### src/rtl/irq_cause_pkg.sv
package irq_cause_pkg;

    localparam int DEF_NUM_SRC = 7;
    localparam int DEF_ADDR_W  = 8;
    localparam int DEF_DATA_W  = 32;
    localparam logic [DEF_ADDR_W-1:0] DEF_CAUSE_OFS = 8'h50;
    localparam logic [DEF_ADDR_W-1:0] DEF_MASK_OFS  = 8'h54;

    // Which register an access targets
    typedef enum logic [1:0] {
        REG_NONE  = 2'd0,
        REG_CAUSE = 2'd1,
        REG_MASK  = 2'd2
    } reg_id_e;

    // Decoded bus access
    typedef struct packed {
        reg_id_e target;
        logic    wr_cause;
        logic    wr_mask;
    } reg_sel_t;

    function automatic reg_sel_t decode_access(
        input logic                  wr,
        input logic [DEF_ADDR_W-1:0] addr,
        input logic [DEF_ADDR_W-1:0] cause_ofs,
        input logic [DEF_ADDR_W-1:0] mask_ofs
    );
        reg_sel_t s;
        s.target   = REG_NONE;
        if (addr == cause_ofs)
            s.target = REG_CAUSE;
        else if (addr == mask_ofs)
            s.target = REG_MASK;
        s.wr_cause = wr && (s.target == REG_CAUSE);
        s.wr_mask  = wr && (s.target == REG_MASK);
        return s;
    endfunction

endpackage

### src/rtl/irq_cause_decode.sv
module irq_cause_decode
    import irq_cause_pkg::*;
#(
    parameter logic [DEF_ADDR_W-1:0] CAUSE_OFS = DEF_CAUSE_OFS,
    parameter logic [DEF_ADDR_W-1:0] MASK_OFS  = DEF_MASK_OFS
) (
    input  logic                  wr,
    input  logic [DEF_ADDR_W-1:0] addr,
    output reg_sel_t              sel
);

    always_comb begin
        sel = decode_access(wr, addr, CAUSE_OFS, MASK_OFS);
    end

endmodule

### src/rtl/irq_cause_bank.sv
module irq_cause_bank #(
    parameter int NUM_SRC = 7
) (
    input  logic               clk,
    input  logic               rst,
    input  logic               wr_cause,
    input  logic               wr_mask,
    input  logic [NUM_SRC-1:0] wdata,
    input  logic [NUM_SRC-1:0] evt,
    output logic [NUM_SRC-1:0] cause,
    output logic [NUM_SRC-1:0] mask
);

    // One flop per source; a live event outranks any bus write
    for (genvar i = 0; i < NUM_SRC; i++) begin : g_cause_bit
        always_ff @(posedge clk) begin
            if (rst)
                cause[i] <= 1'b0;
            else if (evt[i])
                cause[i] <= 1'b1;
            else if (wr_cause)
                cause[i] <= wdata[i];
        end
    end

    always_ff @(posedge clk) begin
        if (rst)
            mask <= '0;
        else if (wr_mask)
            mask <= wdata;
    end

endmodule

### src/rtl/irq_cause_out.sv
module irq_cause_out #(
    parameter int NUM_SRC = 7
) (
    input  logic               clk,
    input  logic               rst,
    input  logic [NUM_SRC-1:0] cause,
    input  logic [NUM_SRC-1:0] mask,
    output logic               irq
);

    logic any_live;

    always_comb begin
        any_live = |(cause & mask);
    end

    always_ff @(posedge clk) begin
        if (rst)
            irq <= 1'b0;
        else
            irq <= any_live;
    end

endmodule

### src/rtl/irq_cause_agg.sv
module irq_cause_agg
    import irq_cause_pkg::*;
#(
    parameter int NUM_SRC = DEF_NUM_SRC,
    parameter int DATA_W  = DEF_DATA_W,
    parameter logic [DEF_ADDR_W-1:0] CAUSE_OFS = DEF_CAUSE_OFS,
    parameter logic [DEF_ADDR_W-1:0] MASK_OFS  = DEF_MASK_OFS
) (
    input  logic                  clk,
    input  logic                  rst,
    input  logic                  bus_wr,
    input  logic [DEF_ADDR_W-1:0] bus_addr,
    input  logic [DATA_W-1:0]     bus_wdata,
    output logic [DATA_W-1:0]     bus_rdata,
    input  logic [NUM_SRC-1:0]    evt_in,
    output logic                  irq_out
);

    localparam int PAD_W = DATA_W - NUM_SRC;

    reg_sel_t           sel;
    logic [NUM_SRC-1:0] cause_q;
    logic [NUM_SRC-1:0] mask_q;
    logic               cause_wr;
    logic               mask_wr;
    logic               unused_wdata_hi;

    assign unused_wdata_hi = ^bus_wdata[DATA_W-1:NUM_SRC];
    assign cause_wr = sel.wr_cause;
    assign mask_wr  = sel.wr_mask;

    irq_cause_decode #(
        .CAUSE_OFS (CAUSE_OFS),
        .MASK_OFS  (MASK_OFS)
    ) u_decode (
        .wr   (bus_wr),
        .addr (bus_addr),
        .sel  (sel)
    );

    irq_cause_bank #(
        .NUM_SRC (NUM_SRC)
    ) u_bank (
        .clk      (clk),
        .rst      (rst),
        .wr_cause (cause_wr),
        .wr_mask  (mask_wr),
        .wdata    (bus_wdata[NUM_SRC-1:0]),
        .evt      (evt_in),
        .cause    (cause_q),
        .mask     (mask_q)
    );

    irq_cause_out #(
        .NUM_SRC (NUM_SRC)
    ) u_out (
        .clk   (clk),
        .rst   (rst),
        .cause (cause_q),
        .mask  (mask_q),
        .irq   (irq_out)
    );

    // Read mux; bits above the sources stay zero
    always_comb begin
        unique case (sel.target)
            REG_CAUSE: bus_rdata = {{PAD_W{1'b0}}, cause_q};
            REG_MASK:  bus_rdata = {{PAD_W{1'b0}}, mask_q};
            default:   bus_rdata = '0;
        endcase
    end

endmodule

### config.mk
export PLATFORM = sky130hd
export DESIGN_NAME = irq_cause_agg
export DESIGN_NICKNAME = d
export VERILOG_FILES = /design/src/rtl/irq_cause_pkg.sv /design/src/rtl/irq_cause_decode.sv /design/src/rtl/irq_cause_bank.sv /design/src/rtl/irq_cause_out.sv /design/src/rtl/irq_cause_agg.sv
export SDC_FILE = /design/constraint.sdc
export NUM_CORES = 1
export LEC_CHECK = 0
export BUFFER_PORTS_ARGS = -buffer_cell sky130_fd_sc_hd__buf_2
export CAP_MARGIN = 30
export CORE_MARGIN = 2
export CORE_UTILIZATION = 42
export CTS_CLUSTER_DIAMETER = 40
export CTS_CLUSTER_SIZE = 16
export DETAILED_ROUTE_END_ITERATION = 10
export PLACE_DENSITY = 0.85
export SYNTH_ARGS = -nofsm -noshare
export SYNTH_HDL_FRONTEND = slang
export SYNTH_SLANG_ARGS = --single-unit
### constraint.sdc
create_clock -name clk -period 2.57 [get_ports clk]
set_input_delay 0.6425 -clock clk [delete_from_list [all_inputs] [get_ports clk]]
set_output_delay 0.6425 -clock clk [all_outputs]
set_load 0.1 [all_outputs]
* Word level (Yosys, flattened, before mapping)
Cells that the tools add are included.
** Cells by class
- Add/sub/neg operators :: 0
- Multipliers :: 0
- Div/mod/pow operators :: 0
- Magnitude comparators :: 0
- Equal/unequal tests :: 4
- Shift operators :: 0
- Muxes and demuxes :: 17
- Bitwise operators :: 1
- Reduce and logical (&&, ||, !) cells :: 10
** Operators by type and width (number)
- 8-bit by 7-bit == test with 1-bit output (second input constant) :: 2
- 1-bit 2-to-1 mux :: 14
- 7-bit one-hot mux with 2 select lines :: 1
- 2-bit nonzero test :: 7
- 7-bit bitwise AND :: 1
- 7-bit OR reduction :: 1
- 2-bit 2-to-1 mux :: 2
- 2-bit by 1-bit == test with 1-bit output (second input constant) :: 1
- 2-bit == test (second input constant) :: 1
- 1-bit logical AND :: 2
** Word-level totals
- Register bits after elaboration :: 15
- Latch bits :: 0
- Memory bits (writable) :: 0
- Bits in read-only memories :: 0
- Input bits :: 50
- Memories :: 0

* Longest topological paths before layout
Gate-level depths: netlist of the first run.
- Depth after elaboration :: 7
- Gate-level depth with buffers :: 5
- Gate-level depth less buffers :: 3

* Hierarchy
A second synthesis of the first run with hierarchy kept.
** Second synthesis, totals
- Cell total of the unflattened synthesis :: 109
- Area total of the unflattened synthesis :: 949.7 µm²
** By module, submodules not included
- irq_cause_bank :: instances 1, cells each 52, area each 531.8 µm², seq. area each 280.3 µm²
- irq_cause_agg :: instances 1, cells each 44, area each 302.8 µm², seq. area each 0.0 µm²
- irq_cause_decode :: instances 1, cells each 8, area each 63.8 µm², seq. area each 0.0 µm²
- irq_cause_out :: instances 1, cells each 5, area each 51.3 µm², seq. area each 20.0 µm²

* Worst setup path before layout of the first run
No wires, ideal clock.
- Kind :: input port to output port
- Start point :: input bus_addr[5]
- End point :: output bus_rdata[0]
- Arrival time :: 2.721 ns
- Slack :: -0.794 ns
- Stages on the path :: 4
- Buffers on the path :: 1
- Cell sequence :: nand4bb_1 or4_1 clkbuf_1 nor2_1
** On the way
- Longest elaborated chain between the ends :: 5
** Ends and longest elaborated chain
- from (decl) :: RTL line irq_cause_agg.sv:12 : input logic [DEF_ADDR_W-1:0] bus_addr,
- 8-bit by 7-bit == test with 1-bit output :: RTL line irq_cause_pkg.sv:33 : else if (addr == mask_ofs)
- 2-bit 2-to-1 mux :: RTL line irq_cause_pkg.sv:33
- 2-bit 2-to-1 mux (*) :: RTL line irq_cause_pkg.sv:31 : if (addr == cause_ofs)
- 2-bit == test / 2-bit by 1-bit == test with 1-bit output (equally long branches) :: RTL line irq_cause_agg.sv:66 : unique case (sel.target)
- 7-bit one-hot mux with 2 select lines (*) :: RTL line irq_cause_agg.sv:66
- to (decl) :: RTL line irq_cause_agg.sv:14 : output logic [DATA_W-1:0] bus_rdata,
Every way passes the cells marked *; elsewhere a longest branch is shown, timed or not.

* Worst setup path in the final report of the first run
- Start point :: input bus_addr[5]
- End point :: output bus_rdata[6]
Same word-level chain as after synthesis.

==> reports/metrics.csv, run 1 <==
metric,value,unit
drt pass-1 iters,4,
CTS sink count,15,
commonest cells in the netlist,"buf_4, dfxtp_1, mux2i_1, nand2b_1, nor2_1",
Final Util,57.67,%
Synth area leaders,"dfxtp_1, buf_4, mux2i_1",
starting DRC count in detailed routing,6,
Fmax,394.3,MHz
most common cell in the netlist,buf_4,
max-slew violations,0,
setup tns final,0,ps
cell area after layout,1313,um^2
CTS root buf,clkbuf_4,
CP startpoint kind,input pin,
FP Rows,17,
status,completed,
crit path kind,in -> out,
clock buffer depth,2,
CP bufs+invs,3,
# diodes,0,
Pwr Density,469.9,nW/um^2
Least-Margin Pin Slew,506.6,ps
Synth cell types,21,
largest net degree at the start of global routing,23,
"Hold Violations, Final",0,
"Clk Latency, worst-skew pair",290,ps
post-CTS sizing,0,
Cells after Synth,115,
Crit path largest cell delay,420,ps
Vias/cell,4.838,
"Seq/Total Area, Yosys",29.06,%
clock share of power,22.7,%
flop and latch count out of synthesis,15,
"Async S/R FF share, synth",0,%
H-tree depth,1,
initial antenna violation count,0,
Residual DRC,0,
P_int,335.1,uW
CTS Buf Count,3,
Yosys top cell area share,29.06,%
total number of vias,837,
Comb power frac,37.3,%
max-cap viol count,0,
first-pass GRT wire length,3.394,mm
Area after DPL,1285,um^2
Post-synth top flop,dfxtp_1,
P&R area growth vs syn,27.00,%
Critical Path RT,1930,ps
core area,2276,um^2
Crit. End Element,primary output,
RSZ-0062 raised after global routing,no,
# nets final,196,
yosys warns,0,
I/O pin total,83,
CP top delay family,simple AND/OR/NAND/NOR gates,
Detailed Route WL,2.089,mm
Hold Path Class,reg -> reg,
Routed WL per cell,12.08,um
Die ar.,2874,um^2
slowest CP cell,or4_1,
vias in the first global route,822,
Seq pwr share,40.0,%
crit share post-route,98.67,%
Max IR drop VDD,0.0003419,V
Sw Pwr,281.7,uW
post-synthesis cell area,1033,um^2
Port Buf Inserts,32,
Final setup viols,0,
total global routing overflow,0,
CTS tree,built,
"area leader, netlist",dfxtp_1,
Slew headroom,66.19,%
antenna-violating nets left,0,
Final Power,616.8,uW
Die Width,53.61,um
clock-pin slew on the worst setup and hold paths,90,ps
gp weighted congestion,0.7259,
P_leak,0.5924,nW
CTS Hold Buffers Added,0,
minimum clock period after layout,2536,ps
hpwl dp,1.625,mm
syn_area_per_cell,8.987,um^2
CP max FO,7,
"EDFF count, synth",0,
skew final,4.194,ps
cell breakdown of the critical path,"buf_2, nand4bb_4, or4_1, buf_4, nor2_4, buf_12",
die height,53.61,um
net switching fraction of the power,45.67,%
Total GRT Usage,16.72,%
data arrival time of the critical path,1890,ps
postcts setup bufs,0,
Initial Util,45.41,%
layout cells sized above 1,37.93,%
==> metal layers <==
metal	wire, um	vias to the layer above	share of wire [%]	track usage (%)
met5	0	-	0	0
met4	19	0	0.91	5.128
met3	172	4	8.2	5.000
met2	1086	39	52	32.30
met1	811	385	39	16.98
li1	-	409	-	-
==> logic make-up (layout without fill, tap and decap cells) <==
kind of cell / count (synthesis) / after routing / share of synthesized area (%)
compound gates: 11 / 11 / 13.20
other cells: 1 / 25 / 0.3628
mux: 14 / 14 / 13.56
simple gates: 41 / 41 / 21.91
buf+inv: 33 / 39 / 21.91
flops: 15 / 15 / 29.06
==> final cells by class <==
cell class                 instances  area (um^2)
multi-input combinational         91        665.6
tap                               28        35.03
clock inverter                     1        5.005
clock buffer                       3        22.52
fill                             194        963.4
timing repair buffer              34        280.3
inverter                           1        3.754
sequential                        15        300.3
==> per-stage QoR <==
stage / hold slack, ps / setup WS, ps / cells
6_report: 498.0 / 34.10 / 173
5_1_grt: 531.0 / 3.337 / 173
4_1_cts: 506.3 / 28.93 / 173
3_5_place_dp: 491.1 / 29.36 / 169
3_3_place_gp: 477.4 / 58.71 / 169
2_1_floorplan: 463.9 / -23.16 / 139
==> flip-flops by register name, summed over array words and instances (netlist names) <==
| signal | count |
|---|---|
| u_bank.mask | 7 |
| u_out.irq | 1 |
| u_bank.cause | 7 |
==> layout by cell type (no fill, tap or decap) <==
cell type	count
nand2b_1	14
or4b_4	1
a31oi_1	1
inv_1	1
a221oi_2	7
nor2_2	1
buf_2	25
conb_1	25
clkinv_2	1
a222oi_1	1
nor2_4	7
a22oi_1	2
or3_1	2
buf_4	2
nor2_1	7
nor3_1	7
dfxtp_1	15
mux2i_1	14
buf_12	7
clkbuf_4	3
or4_1	1
nand4bb_4	1
==> power by group through the flow <==
stage          sequential (mW)  combinational (mW)  clock (mW)
6_report                 0.247               0.230       0.140
2_1_floorplan            0.250               0.232           0
3_5_place_dp             0.252               0.230           0
3_3_place_gp             0.251               0.227           0
5_1_grt                  0.248               0.240       0.156
4_1_cts                  0.247               0.230       0.145
==> path summary, 6_finish.rpt <==
check	from	cells after the start	slack, ps	endpoint
hold reg to reg	u_bank.mask[6]$_SDFFE_PP0P_	2	500	u_bank.mask[6]$_SDFFE_PP0P_
hold / removal	u_bank.mask[6]$_SDFFE_PP0P_	2	500	u_bank.mask[6]$_SDFFE_PP0P_
setup / recovery	bus_addr[5]	6	30	bus_rdata[6]
setup reg to reg	u_bank.mask[5]$_SDFFE_PP0P_	2	1630	u_out.irq$_SDFF_PP0_
==> tightest hold or removal path, stage by stage, from the launching register on <==
cell	delay, ps
dfxtp_1	330
nand2b_1	70
mux2i_1	60
Note: power is estimated with default switching activity, not from simulation.
==> run 2: changes to the inputs <==
--- a/config.mk
+++ b/config.mk
@@ -8,11 +8,12 @@
 export BUFFER_PORTS_ARGS = -buffer_cell sky130_fd_sc_hd__buf_2
 export CAP_MARGIN = 30
 export CORE_MARGIN = 2
-export CORE_UTILIZATION = 42
+export CORE_UTILIZATION = 40
 export CTS_CLUSTER_DIAMETER = 40
 export CTS_CLUSTER_SIZE = 16
 export DETAILED_ROUTE_END_ITERATION = 10
-export PLACE_DENSITY = 0.85
+export PLACE_DENSITY = 0.84
 export SYNTH_ARGS = -nofsm -noshare
 export SYNTH_HDL_FRONTEND = slang
+export SYNTH_HIERARCHICAL = 1
 export SYNTH_SLANG_ARGS = --single-unit
==> run 2 against run 1 <==
Net effect: the flow now finishes with violations (negative setup slack); cell area grew 3.0%; clock skew down 1.7 ps; global-route usage rose by 0.28 points; power is 4.9% lower; register-to-register slack about the same; synthesized area shrank 8.1%; via count is 0.84% lower; sequential power about the same; sequential cell count stayed put; first-iteration DRC count is 50% higher; combinational power is 10% lower; wire length increased by 2.2%; critical path type unchanged; critical endpoint is now bus_rdata[3]; largest cell class unchanged.
==> reports/metrics.csv, run 2 <==
metric,value,unit,change
I/O pin total,83,,unchanged
Residual DRC,0,,unchanged
cell breakdown of the critical path,"buf_6, or4b_4, nor2_4, inv_2, ha_4, a22oi_2, nor2_4, buf_12",,
Post-synth top flop,dfxtp_1,,
Die Width,52.73,um,-1.6%
crit share post-route,107.7,%,+9.0 points
P_leak,0.5312,nW,-10%
drt pass-1 iters,4,,unchanged
status,finished with violations,,
CP max FO,7,,unchanged
xor/xnor share of the synthesized area,0,%,unchanged
slowest CP cell,or4b_4,,
H-tree depth,1,,unchanged
fin worst setup slack,-197.4,ps,-231.5 ps
CTS Hold Buffers Added,0,,unchanged
Initial Util,42.52,%,-2.9 points
"EDFF count, synth",0,,unchanged
"Seq/Total Area, Yosys",31.62,%,+2.6 points
starting DRC count in detailed routing,9,,+3
initial antenna violation count,0,,unchanged
hpwl dp,1.564,mm,-3.8%
P&R area growth vs syn,42.29,%,
core area,2233,um^2,-1.9%
most frequent cells in the layout,"conb_1, buf_2, dfxtp_1",,
Crit path largest cell delay,550,ps,+130 ps
CTS sink count,15,,unchanged
fill count,215,,+11%
total global routing overflow,0,,unchanged
max-cap viol count,0,,unchanged
Synth area leaders,"dfxtp_1, buf_4, mux2i_1",,
"Hold Violations, Final",0,,unchanged
total number of vias,830,,-0.84%
RSZ-0062 raised after global routing,yes,,
syn_area_per_cell,8.712,um^2,-3.1%
Critical Path RT,1930,ps,about the same
Synth cell types,17,,-19%
gp weighted congestion,0.7333,,+1.0%
FP Rows,17,,unchanged
post-synthesis compound-gate area fraction,12.52,%,-0.68 points
crit path kind,in -> out,,
Routed WL per cell,12.13,um,+0.46%
CP startpoint kind,input pin,,
Final Util,60.50,%,+2.8 points
clock buffer depth,2,,unchanged
Pwr Density,433.9,nW/um^2,-7.7%
Yosys top cell area share,31.62,%,+2.6 points
"Async S/R FF share, synth",0,%,unchanged
antenna-violating nets left,0,,unchanged
CP top delay family,simple AND/OR/NAND/NOR gates,,
Detailed Route WL,2.135,mm,+2.2%
largest family of logic cells by synthesized area,buffers and inverters,,
# nets final,201,,+2.6%
commonest cells in the netlist,"buf_4, nor2_1, dfxtp_1",,
"most common cell after layout, fill and taps aside",conb_1,,
"Clk Latency, worst-skew pair",280,ps,about the same
Max IR drop VDD,0.0004403,V,+29%
yosys warns,6,,+6
CTS root buf,clkbuf_4,,
CP most frequent cell,nor2_4,,
biggest regs,"u_bank/cause (7), u_bank/mask (7), u_out/irq (1)",,
# diodes,0,,unchanged
skew final,2.478,ps,-1.715 ps
CP bufs+invs,3,,unchanged
Hold Path Class,reg -> reg,,
Fmax,361.3,MHz,-8.4%
post-synthesis mux area share,14.76,%,+1.2 points
CTS Buf Count,3,,unchanged
Adder-Cell Fraction of Synth Area,2.635,%,+2.6 points
Total GRT Usage,16.99,%,+0.28 points
Vias/cell,4.716,,-2.5%
minimum clock period after layout,2767,ps,+231.5 ps
Port Buf Inserts,32,,unchanged
vias in the first global route,801,,-2.6%
most common cell in the netlist,buf_4,,
layout cells sized above 1,44.59,%,+6.7 points
Final setup viols,7,,+7
CTS tree,built,,
post-synthesis simple-gate area fraction,11.86,%,-10 points
max-slew violations,0,,unchanged
first-pass GRT wire length,3.408,mm,+0.41%
data arrival time of the critical path,2120,ps,+230 ps
Cells after Synth,109,,-5.2%
largest net degree at the start of global routing,16,,-30%
clock-pin slew on the worst setup and hold paths,80,ps,about the same
Final Power,586.3,uW,-4.9%
violated checks,negative setup slack,,
"area leader, netlist",dfxtp_1,,
die height,52.73,um,-1.6%
flop and latch count out of synthesis,15,,unchanged
Crit. End Element,primary output,,
post-synthesis cell area,949.7,um^2,-8.1%
Die ar.,2780,um^2,-3.3%
run 2: path summary, 6_finish.rpt:
kind / startpoint / endpoint / slack (ps) / cells after the start
worst min register to register: u_bank/mask[3]$_SDFFE_PP0P_ / u_bank/mask[3]$_SDFFE_PP0P_ / 550 / 2
worst max register to register: u_bank/cause[3]$_SDFFE_PP0P_ / u_out/irq$_SDFF_PP0_ / 1640 / 2
worst max-delay path: bus_addr[3] / bus_rdata[3] / -200 / 8
worst min-delay path: u_bank/mask[3]$_SDFFE_PP0P_ / u_bank/mask[3]$_SDFFE_PP0P_ / 550 / 2
run 2: metrics by stage:
stage	setup slack [ps]	area, um^2	TNS [ps]	hold slack (ps)	instances
2_1_floorplan	-211.7	1136	-1482	482.5	133
3_3_place_gp	-431.0	1150	-2795	501.5	169
3_5_place_dp	-449.7	1150	-3001	515.7	169
4_1_cts	-221.2	1338	-1463	547.6	175
5_1_grt	-272.1	1351	-1737	570.2	176
6_report	-197.4	1351	-1326	550.8	176
run 2: repair_timing:
| action | 4_1_cts | 5_1_grt |
|---|---|---|
| pin swaps | 14 | 10 |
| gates cloned | 0 | 0 |
| buffers inserted | 2 | 1 |
| endpoints found under the setup margin | 7 | 7 |
| gates resized for setup | 37 | 1 |
run 2: area by class of cell:
type	count	area, um^2	area share, %
Timing Repair Buffer	39	330.3	24.44
Sequential cell	15	300.3	22.22
Tap cell	28	35.03	2.593
Inverter	10	37.54	2.778
Multi-Input combinational cell	80	621.8	46.02
Clock buffer	4	26.28	1.944
run 2: power by group:
group | internal, mW | total, mW | switching (mW)
Combinational | 0.0264 | 0.206 | 0.179
Sequential | 0.240 | 0.248 | 0.00754
Clock | 0.0604 | 0.133 | 0.0721
Total | 0.327 | 0.586 | 0.259
run 2: tightest hold or removal path, stage by stage (launching register included):
cell and delay (ps):
dfxtp_1 330, mux2i_1 130, nor2_1 50
run 2: cells by family after synthesis:
kind of cell	count (synthesis)
compound gates	18
other cells	1
flops	15
fa+ha+maj	2
simple gates	21
mux	14
buf+inv	38
run 2: layer usage:
layer / routed length [um] / GRT usage (%)
met5: 0 / 0
met4: 61 / 11.97
met3: 87 / 2.286
met2: 1193 / 30.83
met1: 793 / 17.68
